### src/rtl/ret_pkg.sv
// Package: shared widths and threshold encoding helpers for the retention controller.
// Assumes the selector is small (a few bits) and thresholds fit the counter width.
package ret_pkg;
    localparam int unsigned SEL_W = 3;
    localparam int unsigned CNT_W = 10;

    // Threshold for one selector code: 0 = off, 1..3 = 2^(2k-1), 4.. = 2^(k+2).
    function automatic int unsigned code_ticks(input int unsigned code);
        if (code == 0)
            return 0;
        else if (code < 4)
            return 32'd1 << (2 * code - 1);
        else
            return 32'd1 << (code + 2);
    endfunction
endpackage

### src/rtl/ret_thr_decode.sv
// Module: maps the selector code to a tick threshold through a table built at elaboration.
// Assumes every threshold fits in CNT_W bits; code 0 yields an enable flag of zero.
module ret_thr_decode #(
    parameter int unsigned SEL_W = ret_pkg::SEL_W,
    parameter int unsigned CNT_W = ret_pkg::CNT_W
) (
    input  logic [SEL_W-1:0] sel_i,
    output logic [CNT_W-1:0] thr_o,
    output logic             en_o
);
    localparam int unsigned CODES = 1 << SEL_W;

    logic [CNT_W-1:0] thr_tab [CODES];

    // One constant table entry per selector code.
    for (genvar g = 0; g < CODES; g++) begin : g_tab
        localparam int unsigned TICKS = ret_pkg::code_ticks(g);
        assign thr_tab[g] = CNT_W'(TICKS);
    end

    // Look up the threshold and flag whether the block is enabled.
    always_comb begin
        thr_o = thr_tab[sel_i];
        en_o  = (sel_i != '0);
    end
endmodule

### src/rtl/ret_sel_watch.sv
// Module: remembers the selector from the previous cycle and flags any change.
// Assumes a synchronous active-low reset; the stored value resets to the disabled code.
module ret_sel_watch #(
    parameter int unsigned SEL_W = ret_pkg::SEL_W
) (
    input  logic             clk,
    input  logic             rst_n,
    input  logic [SEL_W-1:0] sel_i,
    output logic             chg_o
);
    logic [SEL_W-1:0] sel_q;

    // Capture the selector every cycle.
    always_ff @(posedge clk) begin
        if (!rst_n) sel_q <= '0;
        else        sel_q <= sel_i;
    end

    // Report a change against the previous cycle.
    always_comb chg_o = (sel_i != sel_q);
endmodule

### src/rtl/ret_tick_cnt.sv
// Module: saturating tick counter with a synchronous clear.
// Assumes tick_i is a one-cycle pulse; a clear wins over a tick in the same cycle.
module ret_tick_cnt #(
    parameter int unsigned CNT_W = ret_pkg::CNT_W
) (
    input  logic             clk,
    input  logic             rst_n,
    input  logic             clr_i,
    input  logic             tick_i,
    output logic [CNT_W-1:0] cnt_nxt_o
);
    localparam logic [CNT_W-1:0] CNT_MAX = '1;

    logic [CNT_W-1:0] cnt_q;

    // Next count: clear, hold at the ceiling, or step on a tick.
    always_comb begin
        if (clr_i)
            cnt_nxt_o = '0;
        else if (tick_i && (cnt_q != CNT_MAX))
            cnt_nxt_o = cnt_q + CNT_W'(1);
        else
            cnt_nxt_o = cnt_q;
    end

    // Register the count.
    always_ff @(posedge clk) begin
        if (!rst_n) cnt_q <= '0;
        else        cnt_q <= cnt_nxt_o;
    end
endmodule

### src/rtl/ret_idle_ctrl.sv
// Module: top of the retention controller. It counts timer ticks while the RAM is idle and
// requests retention once the count reaches the selected threshold.
// Assumes idle_i, tick_i and ret_sel_i are synchronous to clk.
module ret_idle_ctrl #(
    parameter int unsigned SEL_W = ret_pkg::SEL_W,
    parameter int unsigned CNT_W = ret_pkg::CNT_W
) (
    input  logic             clk,
    input  logic             rst_n,
    input  logic             idle_i,
    input  logic             tick_i,
    input  logic [SEL_W-1:0] ret_sel_i,
    output logic             ret_req_o
);
    logic [CNT_W-1:0] thr;
    logic             en;
    logic             sel_chg;
    logic             clr;
    logic [CNT_W-1:0] cnt_nxt;
    logic             req_q;

    ret_thr_decode #(.SEL_W(SEL_W), .CNT_W(CNT_W)) u_dec (
        .sel_i (ret_sel_i),
        .thr_o (thr),
        .en_o  (en)
    );

    ret_sel_watch #(.SEL_W(SEL_W)) u_watch (
        .clk   (clk),
        .rst_n (rst_n),
        .sel_i (ret_sel_i),
        .chg_o (sel_chg)
    );

    // Any busy cycle, disabled selector or selector change restarts the wait.
    always_comb clr = !idle_i || !en || sel_chg;

    ret_tick_cnt #(.CNT_W(CNT_W)) u_cnt (
        .clk       (clk),
        .rst_n     (rst_n),
        .clr_i     (clr),
        .tick_i    (tick_i),
        .cnt_nxt_o (cnt_nxt)
    );

    // Register the request once the new count meets the threshold.
    always_ff @(posedge clk) begin
        if (!rst_n) req_q <= 1'b0;
        else        req_q <= !clr && (cnt_nxt >= thr);
    end

    // Drop the request in the same cycle as any restart condition.
    always_comb ret_req_o = req_q && !clr;
endmodule

### config.mk
export PLATFORM = sky130hd
export DESIGN_NAME = ret_idle_ctrl
export DESIGN_NICKNAME = d
export VERILOG_FILES = /design/src/rtl/ret_pkg.sv /design/src/rtl/ret_thr_decode.sv /design/src/rtl/ret_sel_watch.sv /design/src/rtl/ret_tick_cnt.sv /design/src/rtl/ret_idle_ctrl.sv
export SDC_FILE = /design/constraint.sdc
export NUM_CORES = 1
export LEC_CHECK = 0
export ABC_CLOCK_PERIOD_IN_PS = 3000
export CAP_MARGIN = 20
export CELL_PAD_IN_SITES_DETAIL_PLACEMENT = 1
export CELL_PAD_IN_SITES_GLOBAL_PLACEMENT = 1
export CORE_MARGIN = 3
export CORE_UTILIZATION = 42
export CTS_CLUSTER_SIZE = 40
export DETAILED_ROUTE_END_ITERATION = 6
export PLACE_DENSITY = 0.79
export SLEW_MARGIN = 40
export SYNTH_ARGS = -nofsm -noshare
export SYNTH_HDL_FRONTEND = slang
export SYNTH_SLANG_ARGS = --single-unit
### constraint.sdc
create_clock -name clk -period 3 [get_ports clk]
set_input_delay 0.45 -clock clk [delete_from_list [all_inputs] [get_ports clk]]
set_output_delay 0.45 -clock clk [all_outputs]
set_load 0.01 [all_outputs]
# After elaboration in Yosys (flattened, before gate mapping)
# Memory sizes are Yosys's and may differ from the RTL's.
# Cells that the tools add are included.
dict set report word_totals {
  reg_bits 14
  romBits 80
  output_inout_bits 1
  memories 1
}
dict set report classes {
  add_sub_neg 1
  n_lt_le_gt_ge 2
  n_eq_ne 2
  n_mux 4
  bitwise_logic 1
  reduce_logical 9
}
# memory words width rd rd_ports_with_merged_regs wr line
set memory_table {}
lappend memory_table {{(no name shown)} 8 10 1 0 0 ret_thr_decode.sv:23} ;# thr_o = thr_tab[sel_i];
# operator n
set op_table {}
lappend op_table {{2-to-1 mux 10 bit} 4}
lappend op_table {{adder 10 x 1 -> 10 bit (second input constant)} 1}
lappend op_table {{>= comparator 10 bit} 1}
lappend op_table {{!= test 10 bit (second input constant)} 1}
lappend op_table {{>= comparator 4 bit (second input constant)} 1}
lappend op_table {{inverter 3 -> 4 bit} 1}
lappend op_table {{logical AND 1 bit} 3}
lappend op_table {{zero test 1 bit} 3}
lappend op_table {{!= test 3 bit} 1}
lappend op_table {{nonzero test 3 bit} 1}
lappend op_table {{logical OR 1 bit} 2}

# Logic depth before layout (Yosys ltp)
# Gate-level depths: netlist of run 1.
dict set report depth {
  word_depth 7
  ltp_mapped 12
}

# Cells and area by module
# From an unflattened synthesis of run 1, not the netlist that was laid out.
dict set report unflattened {
  cells_unflattened 157
  area_unflattened_um2 1288.7
}
# mod n_inst cells_each area_per_inst_um2
set modules_own_cells {}
lappend modules_own_cells {ret_tick_cnt 1 97 789.5}
lappend modules_own_cells {ret_idle_ctrl 1 38 295.3}
lappend modules_own_cells {ret_sel_watch 1 10 111.4}
lappend modules_own_cells {ret_thr_decode 1 12 92.6}

# Worst setup path after synthesis of run 1
# OpenSTA, ideal clock, no wires.
dict set report synth_timing {
  path_type {reg-to-reg}
  from {register u_cnt.cnt_q[0]}
  to {register req_q}
  setup_ns 0.074
  t_arrival_ns 2.274
  required_ns 2.926
  path_slack_ns 0.652
  path_stages_with_launch 13
  path_cell_list {dfxtp_1 > ha_1 > nand3_1 > o31ai_4 > nor3_1 > xnor2_1 > nor2_1 > ha_1 > nand4_1 > nor2_1 > o311ai_0 > a21o_1 > a31oi_1}
}
dict set report synth_between {
  elab_chain_cells 6
}
# item line
set synth_lines {}
lappend synth_lines {{start, declared} ret_tick_cnt.sv:14} ;# logic [CNT_W-1:0] cnt_q;
lappend synth_lines {{start signal, assigned} ret_tick_cnt.sv:29} ;# else cnt_q <= cnt_nxt_o;
lappend synth_lines {{parallel branches: the longest is 2 deep, another holds adder 10 x 1 -> 10 bit} --}
lappend synth_lines {{2-to-1 mux 10 bit *} ret_tick_cnt.sv:20} ;# else if (tick_i && (cnt_q != CNT_MAX))
lappend synth_lines {{2-to-1 mux 10 bit *} ret_tick_cnt.sv:18} ;# if (clr_i)
lappend synth_lines {{named net cnt_nxt[7]} ret_idle_ctrl.sv:19} ;# logic [CNT_W-1:0] cnt_nxt;
lappend synth_lines {{>= comparator 10 bit *} ret_idle_ctrl.sv:49} ;# else req_q <= !clr && (cnt_nxt >= thr);
lappend synth_lines {{logical AND 1 bit *} ret_idle_ctrl.sv:49}
lappend synth_lines {{end signal, assigned} ret_idle_ctrl.sv:49}
lappend synth_lines {{end, declared} ret_idle_ctrl.sv:20} ;# logic req_q;
# Mark *: on every way through the listed nets, which the timed path passes.
# A chain may end at the register's enable or synchronous reset.

# Worst setup path in the final report of run 1
dict set report layout_timing {
  from {input port tick_i}
  to {register req_q}
}
dict set report layout_between {
  elab_chain_cells 5
}
# item line
set layout_lines {}
lappend layout_lines {{start, declared} ret_idle_ctrl.sv:11} ;# input logic tick_i,
lappend layout_lines {{logical AND 1 bit} ret_tick_cnt.sv:20}
lappend layout_lines {{2-to-1 mux 10 bit} ret_tick_cnt.sv:20}
lappend layout_lines {{2-to-1 mux 10 bit} ret_tick_cnt.sv:18}
lappend layout_lines {{named net cnt_nxt[6]} ret_idle_ctrl.sv:19}
lappend layout_lines {{>= comparator 10 bit} ret_idle_ctrl.sv:49}
lappend layout_lines {{logical AND 1 bit} ret_idle_ctrl.sv:49}
# The timed path passes the listed nets, and every way through them passes these cells.

==> results of run 1 <==
## Yosys cell counts (all sizes together) (3+ instances only)
master | count | area (um2)
inv | 3 | 11.3
nand4 | 4 | 40.0
dfxtp | 14 | 280
ha | 8 | 100
xor2 | 4 | 35.0
and2 | 3 | 18.8
nand2 | 7 | 26.3
o21ai | 7 | 35.0
nand3b | 3 | 22.5
xnor2 | 5 | 43.8
nand3 | 6 | 30.0
nor2 | 22 | 82.6
## registers in the layout (all words and copies together), names as in the netlist
signal	cells
req_q	1
u_watch.sel_q	3
u_cnt.cnt_q	10
## timing repair
action | in CTS | in global routing
endpoints found under the setup margin | 0 | 1
buffers inserted | 0 | 2
gates resized for setup | 0 | 2
## area by class of cell
class,instances,area [um2],area share
flip-flops and latches,14,282,0.251
repair buffers,13,115,0.103
inverters,3,11.3,0.0100
well taps,27,33.8,0.0301
clock buffers,4,36.3,0.0323
multi-input cells,94,644,0.574
## logic make-up (layout without fill, tap and decap cells)
family | Yosys count | count (layout)
AOI/OAI and AO/OA | 16 | 16
xor gates and xnor gates | 9 | 9
adders and majority gates | 8 | 8
buffers and inverters | 7 | 20
DFF | 14 | 14
muxes | 2 | 2
and+or+nand+nor | 59 | 59
## worst max-delay path: stages
cell and delay (ps):
clkdlybuf4s50_1 540, and4_1 280, and3_2 190, o21ai_0 90
xor2_1 220, nor2_1 90, ha_1 310, nand4_1 140
nor2_1 180, o21ai_0 140, and3b_1 220, a31oi_1 190
## stage by stage
step	hold slack [ps]	setup slack [ps]	cell area (um2)	utilization	power (mW)
global route	655	6.80	1120	0.550	0.397
detailed placement	574	101	1070	0.523	0.239
global placement	560	212	1070	0.523	0.237
floorplan	519	652	951	-	0.220
CTS	603	75.9	1100	0.540	0.378
finish	587	162	1120	0.550	0.377
## per-layer routing
metal,vias to the layer above,part of all wire,GRT usage
met2,11,0.53,0.369
met5,-,0,0
met1,417,0.44,0.236
li1,434,-,-
met4,0,0.013,0.0638
met3,4,0.021,0.0332
## path summary, 6_finish.rpt
kind                        from        endpoint  slack [ps]  depth (start not counted)
hold / removal    u_cnt.cnt_q[1]  u_cnt.cnt_q[1]         590                          2
hold reg to reg   u_cnt.cnt_q[1]  u_cnt.cnt_q[1]         590                          2
setup / recovery          tick_i           req_q         160                         12
setup reg to reg  u_cnt.cnt_q[0]           req_q         180                         12
## power by group through the flow
stage	registers, mW	clock network, mW	logic, mW
final	0.189	0.140	0.0479
after global routing	0.190	0.155	0.0531
after detailed placement	0.194	0	0.0456
after CTS	0.189	0.141	0.0471
after global placement	0.194	0	0.0439
after floorplan	0.193	0	0.0266
==> impl_metrics.toml, run 1 <==
[pwr]
p_seq_frac = 0.502
p_sw_mw = 0.0915
power_per_cell_area_mw_per_mm2 = 336
p_int_mw = 0.286
clkPwrFrac = 0.371
ir_drop_uv = 170
p_sw_frac = 0.242
power.share.combinational = 0.127
power_leakage_nw = 0.412

[drt]
first_pass_iters = 4
drtIter0Drc = 9
ant_nets = 0
wirelength_mm = 2.45
routed_via_density = 5.59
vias = 866
drcViolationCount = 0
post_drt_wl_per_cell_um = 15.8

[critical_path]
cp_max_fo = 4
cp.arrival_ps = 3030
required_ps = 3200
crit_path_start_kind = "input port"
path_class = "in -> reg"
end_kind = "flop"

[logic_synthesis]
synth_fp_nets = 130
synth_top_flop_cell = "dfxtp_1"
synth_edf_count = 0
postSynthCellCount = 115
yosysWarnings = 0
yosys.area_share.adder = 0.105
synth-simple-area-share = 0.345
synth_seq_cells = 14
synth_top_family_by_area = "simple AND/OR/NAND/NOR gates"
async_flop_share = 0
synth-xor-area-share = 0.0829
ys_seq_area_frac = 0.295
synth-compound-area-share = 0.121
synth_cell_type_count = 36
syn_area_per_cell_um2 = 8.27
syn_area_um2 = 951
muxShareOfSynthArea = 0.0211

[job]
cap_violations = 0

[timing]
tightestPinTransition_ps = 543
setup_viol = 0
slew_headroom = 0.637
fin_tns_setup_ps = 0
rsz0062_at_grt = "no"
finalCritPeriodShare = 0.946
final_max_slew_viol_count = 0
finalCriticalPeriod_ps = 2840
timing.fmax_ghz = 0.352
hold_viol = 0
skew_ps = 1.76

[floorplanning]
dieWidth_um = 53.6
start_util = 0.466
io_pins = 8
die_y_um = 53.6
dieArea_mm2 = 0.00287
placementRows = 16
core_mm2 = 0.00204

[clocking]
clk_latency_ps = 280
clkSlewWorstSetupHoldPaths_ps = 90
clockBufferDepth = 2
postCtsHoldBufs = 0
clock-sinks = 14
root_buffer = "clkbuf_4"
cts.htree.levels = 1
cts_tree = "yes"
cts_inserted_buffers = 3

[cells_and_area]
final_common_cell = "nor2_1"
final_cell_mix = "22 x nor2_1, 13 x dfxtp_1"
drive_gt1_frac = 0.148
num_antenna_cells = 0
instances_no_fill = 155
fillers = 266
nets = 144
area_delta_synth_final_pct = 18.0

[global_routing]
grt_pass1_vias = 892
antenna_found_initial = 0
track_usage = 0.201
global_route.overflow_total = 0
grt_max_degree = 12
grt_pass1_wl_mm = 4.09

[place]
place_congestion = 0.855
dp.cells = 149
dp_hpwl_mm = 1.81
port_buffers = 7

[hold_path]
min_path_type = "reg -> reg"

[status]
status = "complete, no violations"
No activity file was read; power rests on OpenSTA's default activity.
==> inputs of run 2 (changes only) <==
--- a/config.mk
+++ b/config.mk
@@ -5,15 +5,15 @@
 export SDC_FILE = /design/constraint.sdc
 export NUM_CORES = 1
 export LEC_CHECK = 0
-export ABC_CLOCK_PERIOD_IN_PS = 3000
+export ABC_CLOCK_PERIOD_IN_PS = 2450
 export CAP_MARGIN = 20
 export CELL_PAD_IN_SITES_DETAIL_PLACEMENT = 1
 export CELL_PAD_IN_SITES_GLOBAL_PLACEMENT = 1
 export CORE_MARGIN = 3
-export CORE_UTILIZATION = 42
+export CORE_UTILIZATION = 38
 export CTS_CLUSTER_SIZE = 40
 export DETAILED_ROUTE_END_ITERATION = 6
-export PLACE_DENSITY = 0.79
+export PLACE_DENSITY = 0.76
 export SLEW_MARGIN = 40
 export SYNTH_ARGS = -nofsm -noshare
 export SYNTH_HDL_FRONTEND = slang
==> constraint.sdc (replaced) <==
create_clock -name clk -period 2.45 [get_ports clk]
set_input_delay 0.3675 -clock clk [delete_from_list [all_inputs] [get_ports clk]]
set_output_delay 0.3675 -clock clk [all_outputs]
set_load 0.01 [all_outputs]
==> run 2 against run 1 <==
The run now ends with negative setup slack left. Setup slack worse by 250 ps. Clock-buffer cell count unchanged. Core utilization up 5.9 points. Wire length up 22%. Sequential share of layout area decreased by 4.4 points.
==> impl_metrics.toml, run 2 (synthesis gave the netlist of run 1 again) <==
[critical_path]
cp.arrival_ps = 2750
cp_max_fo = 4
crit_path_start_kind = "flop"
required_ps = 2670
path_class = "reg -> reg"
max_stage_delay_ps = 390
critical_path.cell_chain = "nand4_4 -> o31ai_4 -> buf_6 -> buf_6 -> nor2_1 -> xnor2_1 -> nor2_1 -> ha_1 -> nand2_1 -> a211oi_2 -> nand3_1 -> a31oi_1"
slowest_stage = "dfxtp_2"
end_kind = "flop"

[drt]
vias = 990
first_pass_iters = 4
drcViolationCount = 0
wirelength_mm = 2.99
routed_via_density = 5.56
post_drt_wl_per_cell_um = 16.8
drtIter0Drc = 9
ant_nets = 0

[timing]
setup_viol = 1
slew_headroom = 0.743
skew_ps = 2.52
final_max_slew_viol_count = 0
finalCritPeriodShare = 1.03
tightestPinTransition_ps = 382
fin_ws_ps = -85.1
timing.fmax_ghz = 0.394
rsz0062_at_grt = "yes"
holdWs_ps = 668
finalCriticalPeriod_ps = 2540
hold_viol = 0
fin_tns_setup_ps = -85.1

[floorplanning]
io_pins = 8
core_mm2 = 0.00230
placementRows = 17
dieWidth_um = 56.0
dieArea_mm2 = 0.00314
die_y_um = 56.0
start_util = 0.414

[cells_and_area]
final_common_cell = "buf_4"
largest_reg_flops = 10
top_register = "u_cnt.cnt_q"
instances_no_fill = 178
top_regs = "u_cnt.cnt_q x10, u_watch.sel_q x3, req_q x1"
nets = 166
num_antenna_cells = 0
fin_area_mm2 = 0.00140
fillers = 273
final_cell_mix = "26 x buf_4, 19 x nor2_1, 7 x ha_1, 7 x dfxtp_1, 7 x dfxtp_2"
drive_gt1_frac = 0.400
area_delta_synth_final_pct = 47.0

[clocking]
cts_inserted_buffers = 3
clock-sinks = 14
root_buffer = "clkbuf_4"
clk_latency_ps = 290
cts.htree.levels = 1
cts_tree = "yes"
clkSlewWorstSetupHoldPaths_ps = 90
clockBufferDepth = 2

[place]
place_congestion = 0.810
dp.cells = 165
dp_slack_ps = -318
port_buffers = 7
dp_hpwl_mm = 2.06
postPlaceCellArea_mm2 = 0.00118

[hold_path]
min_path_type = "reg -> reg"

[global_routing]
grt_pass1_wl_mm = 4.87
track_usage = 0.198
grt_pass1_vias = 1042
global_route.overflow_total = 0
antenna_found_initial = 0
grt_max_degree = 9

[pwr]
ir_drop_uv = 192
power_leakage_nw = 0.550
power_per_cell_area_mw_per_mm2 = 350

[status]
failed_checks = "negative setup slack"
status = "finished, violations left"

[job]
cap_violations = 0
## run 2: cell count changes in the layout (fill, tap and decap cells not counted), moves of 3 or more
cell and change:
buf_4 +20, dfxtp_1 -6, dfxtp_2 +6, nor2_1 -3, nor2_2 +3
## run 2: power by group
| group | internal, mW | total [mW] | leakage (nW) | switching [mW] |
|---|---|---|---|---|
| Combinational | 0.0427 | 0.0809 | 0.412 | 0.0382 |
| Clock | 0.0906 | 0.177 | 0.0210 | 0.0863 |
| Sequential | 0.230 | 0.232 | 0.117 | 0.00143 |
| Total | 0.364 | 0.490 | 0.550 | 0.126 |
## run 2: area by class of cell
class / count / area [um2] / area share
well taps: 28 / 35.0 / 0.0251
inverters: 3 / 11.3 / 0.00806
flip-flops and latches: 14 / 289 / 0.207
repair buffers: 35 / 289 / 0.207
clock buffers: 4 / 36.3 / 0.0260
multi-input cells: 94 / 737 / 0.527
## run 2: stage by stage
stage | utilization | total power [mW]
after detailed placement | 0.514 | 0.301
after global routing | 0.608 | 0.513
after global placement | 0.514 | 0.297
after CTS | 0.573 | 0.486
after floorplan | - | 0.270
final | 0.608 | 0.490
## run 2: critical path: cells and delay by family, from the launching register on
family | cells | cell delay (ps)
DFF | 1 | 390
xor gates and xnor gates | 1 | 260
and+or+nand+nor | 5 | 500
AOI/OAI and AO/OA | 3 | 710
adders and majority gates | 1 | 350
buffers and inverters | 2 | 250
## run 2: routing by layer
metal	part of all wire	track usage	routed length, um
met5	0	0	0
met4	0.028	0.105	85
met3	0.024	0.0278	72
met2	0.51	0.359	1510
met1	0.44	0.220	1320
## run 2: worst paths after layout
kind,from,endpoint,slack (ps),depth (start not counted)
max,u_cnt.cnt_q[7],req_q,-90,12
min,u_cnt.cnt_q[1],u_cnt.cnt_q[1],670,3
max reg2reg,u_cnt.cnt_q[7],req_q,-90,12
min reg2reg,u_cnt.cnt_q[1],u_cnt.cnt_q[1],670,3
## run 2: repair_timing
| item | in CTS | in global routing |
|---|---|---|
| pin swaps | 11 | 13 |
| setup buffers | 5 | 5 |
| resized for setup | 17 | 16 |
| endpoints found under the setup margin | 2 | 1 |
| hold buffers | 0 | 0 |
==> inputs of run 3 (changes only) <==
--- a/config.mk
+++ b/config.mk
@@ -13,7 +13,7 @@
 export CORE_UTILIZATION = 38
 export CTS_CLUSTER_SIZE = 40
 export DETAILED_ROUTE_END_ITERATION = 6
-export PLACE_DENSITY = 0.76
+export PLACE_DENSITY = 0.82
 export SLEW_MARGIN = 40
 export SYNTH_ARGS = -nofsm -noshare
 export SYNTH_HDL_FRONTEND = slang
==> run 3 against run 2 <==
Global-route usage is 6.5 points higher. Core utilization is 2.5 points higher. Clock power hardly changed. Non-clock buffer count is 6 higher. Largest cell class unchanged. The run still ends with negative setup slack left. Critical endpoint unchanged. Wire length is 39% higher. Setup slack worse by 140 ps. Largest power group unchanged.
==> impl_metrics.toml, run 3 (synthesis gave the netlist of run 1 again) <==
[drt]
ant_nets = 0
drcViolationCount = 0
routed_via_density = 6.02
vias = 1107
wirelength_mm = 4.16
post_drt_wl_per_cell_um = 22.6
first_pass_iters = 4
drtIter0Drc = 36

[global_routing]
antenna_found_initial = 0
track_usage = 0.263
grt_max_degree = 9
grt_pass1_wl_mm = 6.20
grt_pass1_vias = 1238
global_route.overflow_total = 0

[place]
place_congestion = 0.898
dp_slack_ps = -400
port_buffers = 7
dp_hpwl_mm = 2.35

[job]
cap_violations = 0

[pwr]
power.share.combinational = 0.169
power_per_cell_area_mw_per_mm2 = 337
ir_drop_uv = 354
clkPwrFrac = 0.364
p_int_mw = 0.359
power_mw = 0.490
power_leakage_nw = 0.577
p_sw_mw = 0.131
p_sw_frac = 0.267
p_seq_frac = 0.467

[timing]
setup_viol = 1
finalCriticalPeriod_ps = 2670
hold_viol = 0
timing.fmax_ghz = 0.374
final_max_slew_viol_count = 0
fin_ws_ps = -224
finalCritPeriodShare = 1.09
rsz0062_at_grt = "yes"
slew_headroom = 0.765
skew_ps = 1.93
tightestPinTransition_ps = 348

[clocking]
root_buffer = "clkbuf_4"
clockBufferDepth = 2
clk_latency_ps = 280
cts.htree.levels = 1
clock-sinks = 14
cts_inserted_buffers = 3
clkSlewWorstSetupHoldPaths_ps = 100
cts_tree = "yes"

[cells_and_area]
seq_area_um2 = 299
final_common_cell = "buf_4"
num_antenna_cells = 0
fillers = 251
area_delta_synth_final_pct = 52.9
nets = 172
largest_reg_flops = 10
final_cell_mix = "33 x buf_4, 20 x nor2_1, 6 x ha_1, 6 x dfxtp_2"
top_regs = "u_cnt.cnt_q x10, u_watch.sel_q x3, req_q x1"
drive_gt1_frac = 0.436
multi_input_area_um2 = 742
top_register = "u_cnt.cnt_q"

[critical_path]
required_ps = 2650
path_class = "reg -> reg"
crit_path_start_kind = "flop"
r2r_cells = 12
cp_max_fo = 4
cp.arrival_ps = 2880
end_kind = "flop"

[hold_path]
holdPathStages = 2
min_path_type = "reg -> reg"

[status]
failed_checks = "negative setup slack"
status = "finished, violations left"

[floorplanning]
dieWidth_um = 56.0
placementRows = 17
start_util = 0.414
dieArea_mm2 = 0.00314
die_y_um = 56.0
core_mm2 = 0.00230
io_pins = 8
-- run 3: cell types whose count changed in the layout (fill, tap and decap cells not counted), moves of 2 or more --
cell	change
buf_4	+7
dfxtp_4	+3
dfxtp_1	-2
and4_4	+2
o21ai_1	+2
-- run 3: worst paths after layout --
kind | to | slack (ps) | startpoint
worst min register to register | u_cnt.cnt_q[8] | 630 | u_cnt.cnt_q[8]
worst max-delay path | req_q | -220 | u_cnt.cnt_q[5]
worst max register to register | req_q | -220 | u_cnt.cnt_q[5]
worst min-delay path | u_cnt.cnt_q[8] | 630 | u_cnt.cnt_q[8]
-- run 3: per-stage QoR --
step / cells / hold WS, ps / TNS [ps] / util / area, um2
final: 184 / 628 / -224 / 0.633 / 1450
after global routing: 184 / 694 / -381 / 0.633 / 1450
after CTS: 179 / 633 / -67.4 / 0.588 / 1350
after detailed placement: 167 / 617 / -417 / 0.521 / 1200
after global placement: 167 / 554 / -173 / 0.521 / 1200
after floorplan: 115 / 495 / 0 / - / 951
-- run 3: metal layers --
metal / vias to the layer above / wire length [um] / track usage
li1: 491 / - / -
met1: 551 / 1540 / 0.247
met2: 40 / 2140 / 0.503
met3: 25 / 223 / 0.0464
met4: 0 / 254 / 0.183
met5: - / 0 / 0
-- run 3: worst max-delay path, cell delays in order, from the launching register on --
cell	delay, ps
dfxtp_2	400
nand4_4	150
o31ai_4	370
buf_4	190
nor4_4	50
xnor2_2	180
nor2_1	90
ha_1	310
nand4_1	150
nor2_2	210
o311ai_2	120
a21o_1	180
a31oi_1	190
-- run 3: area by class of cell --
| class | instances | area share |
|---|---|---|
| Tap cell | 28 | 0.0241 |
| Multi-Input combinational cell | 94 | 0.510 |
| Inverter | 3 | 0.00775 |
| Timing Repair Buffer | 41 | 0.227 |
| Sequential cell | 14 | 0.206 |
| Clock buffer | 4 | 0.0250 |
-- run 3: power groups by stage --
stage	logic (mW)	registers, mW	clock network, mW
6_report	0.0829	0.229	0.178
2_1_floorplan	0.0326	0.237	0
3_3_place_gp	0.0612	0.237	0
4_1_cts	0.0707	0.232	0.171
3_5_place_dp	0.0669	0.237	0
5_1_grt	0.0900	0.229	0.184
-- run 3: what timing repair did --
action / CTS / global route
setup endpoints to repair: 2 / 1
setup buffers: 8 / 5
gates resized for setup: 13 / 24
hold buffers: 0 / 0
pin swaps: 13 / 14
cloned: 0 / 0
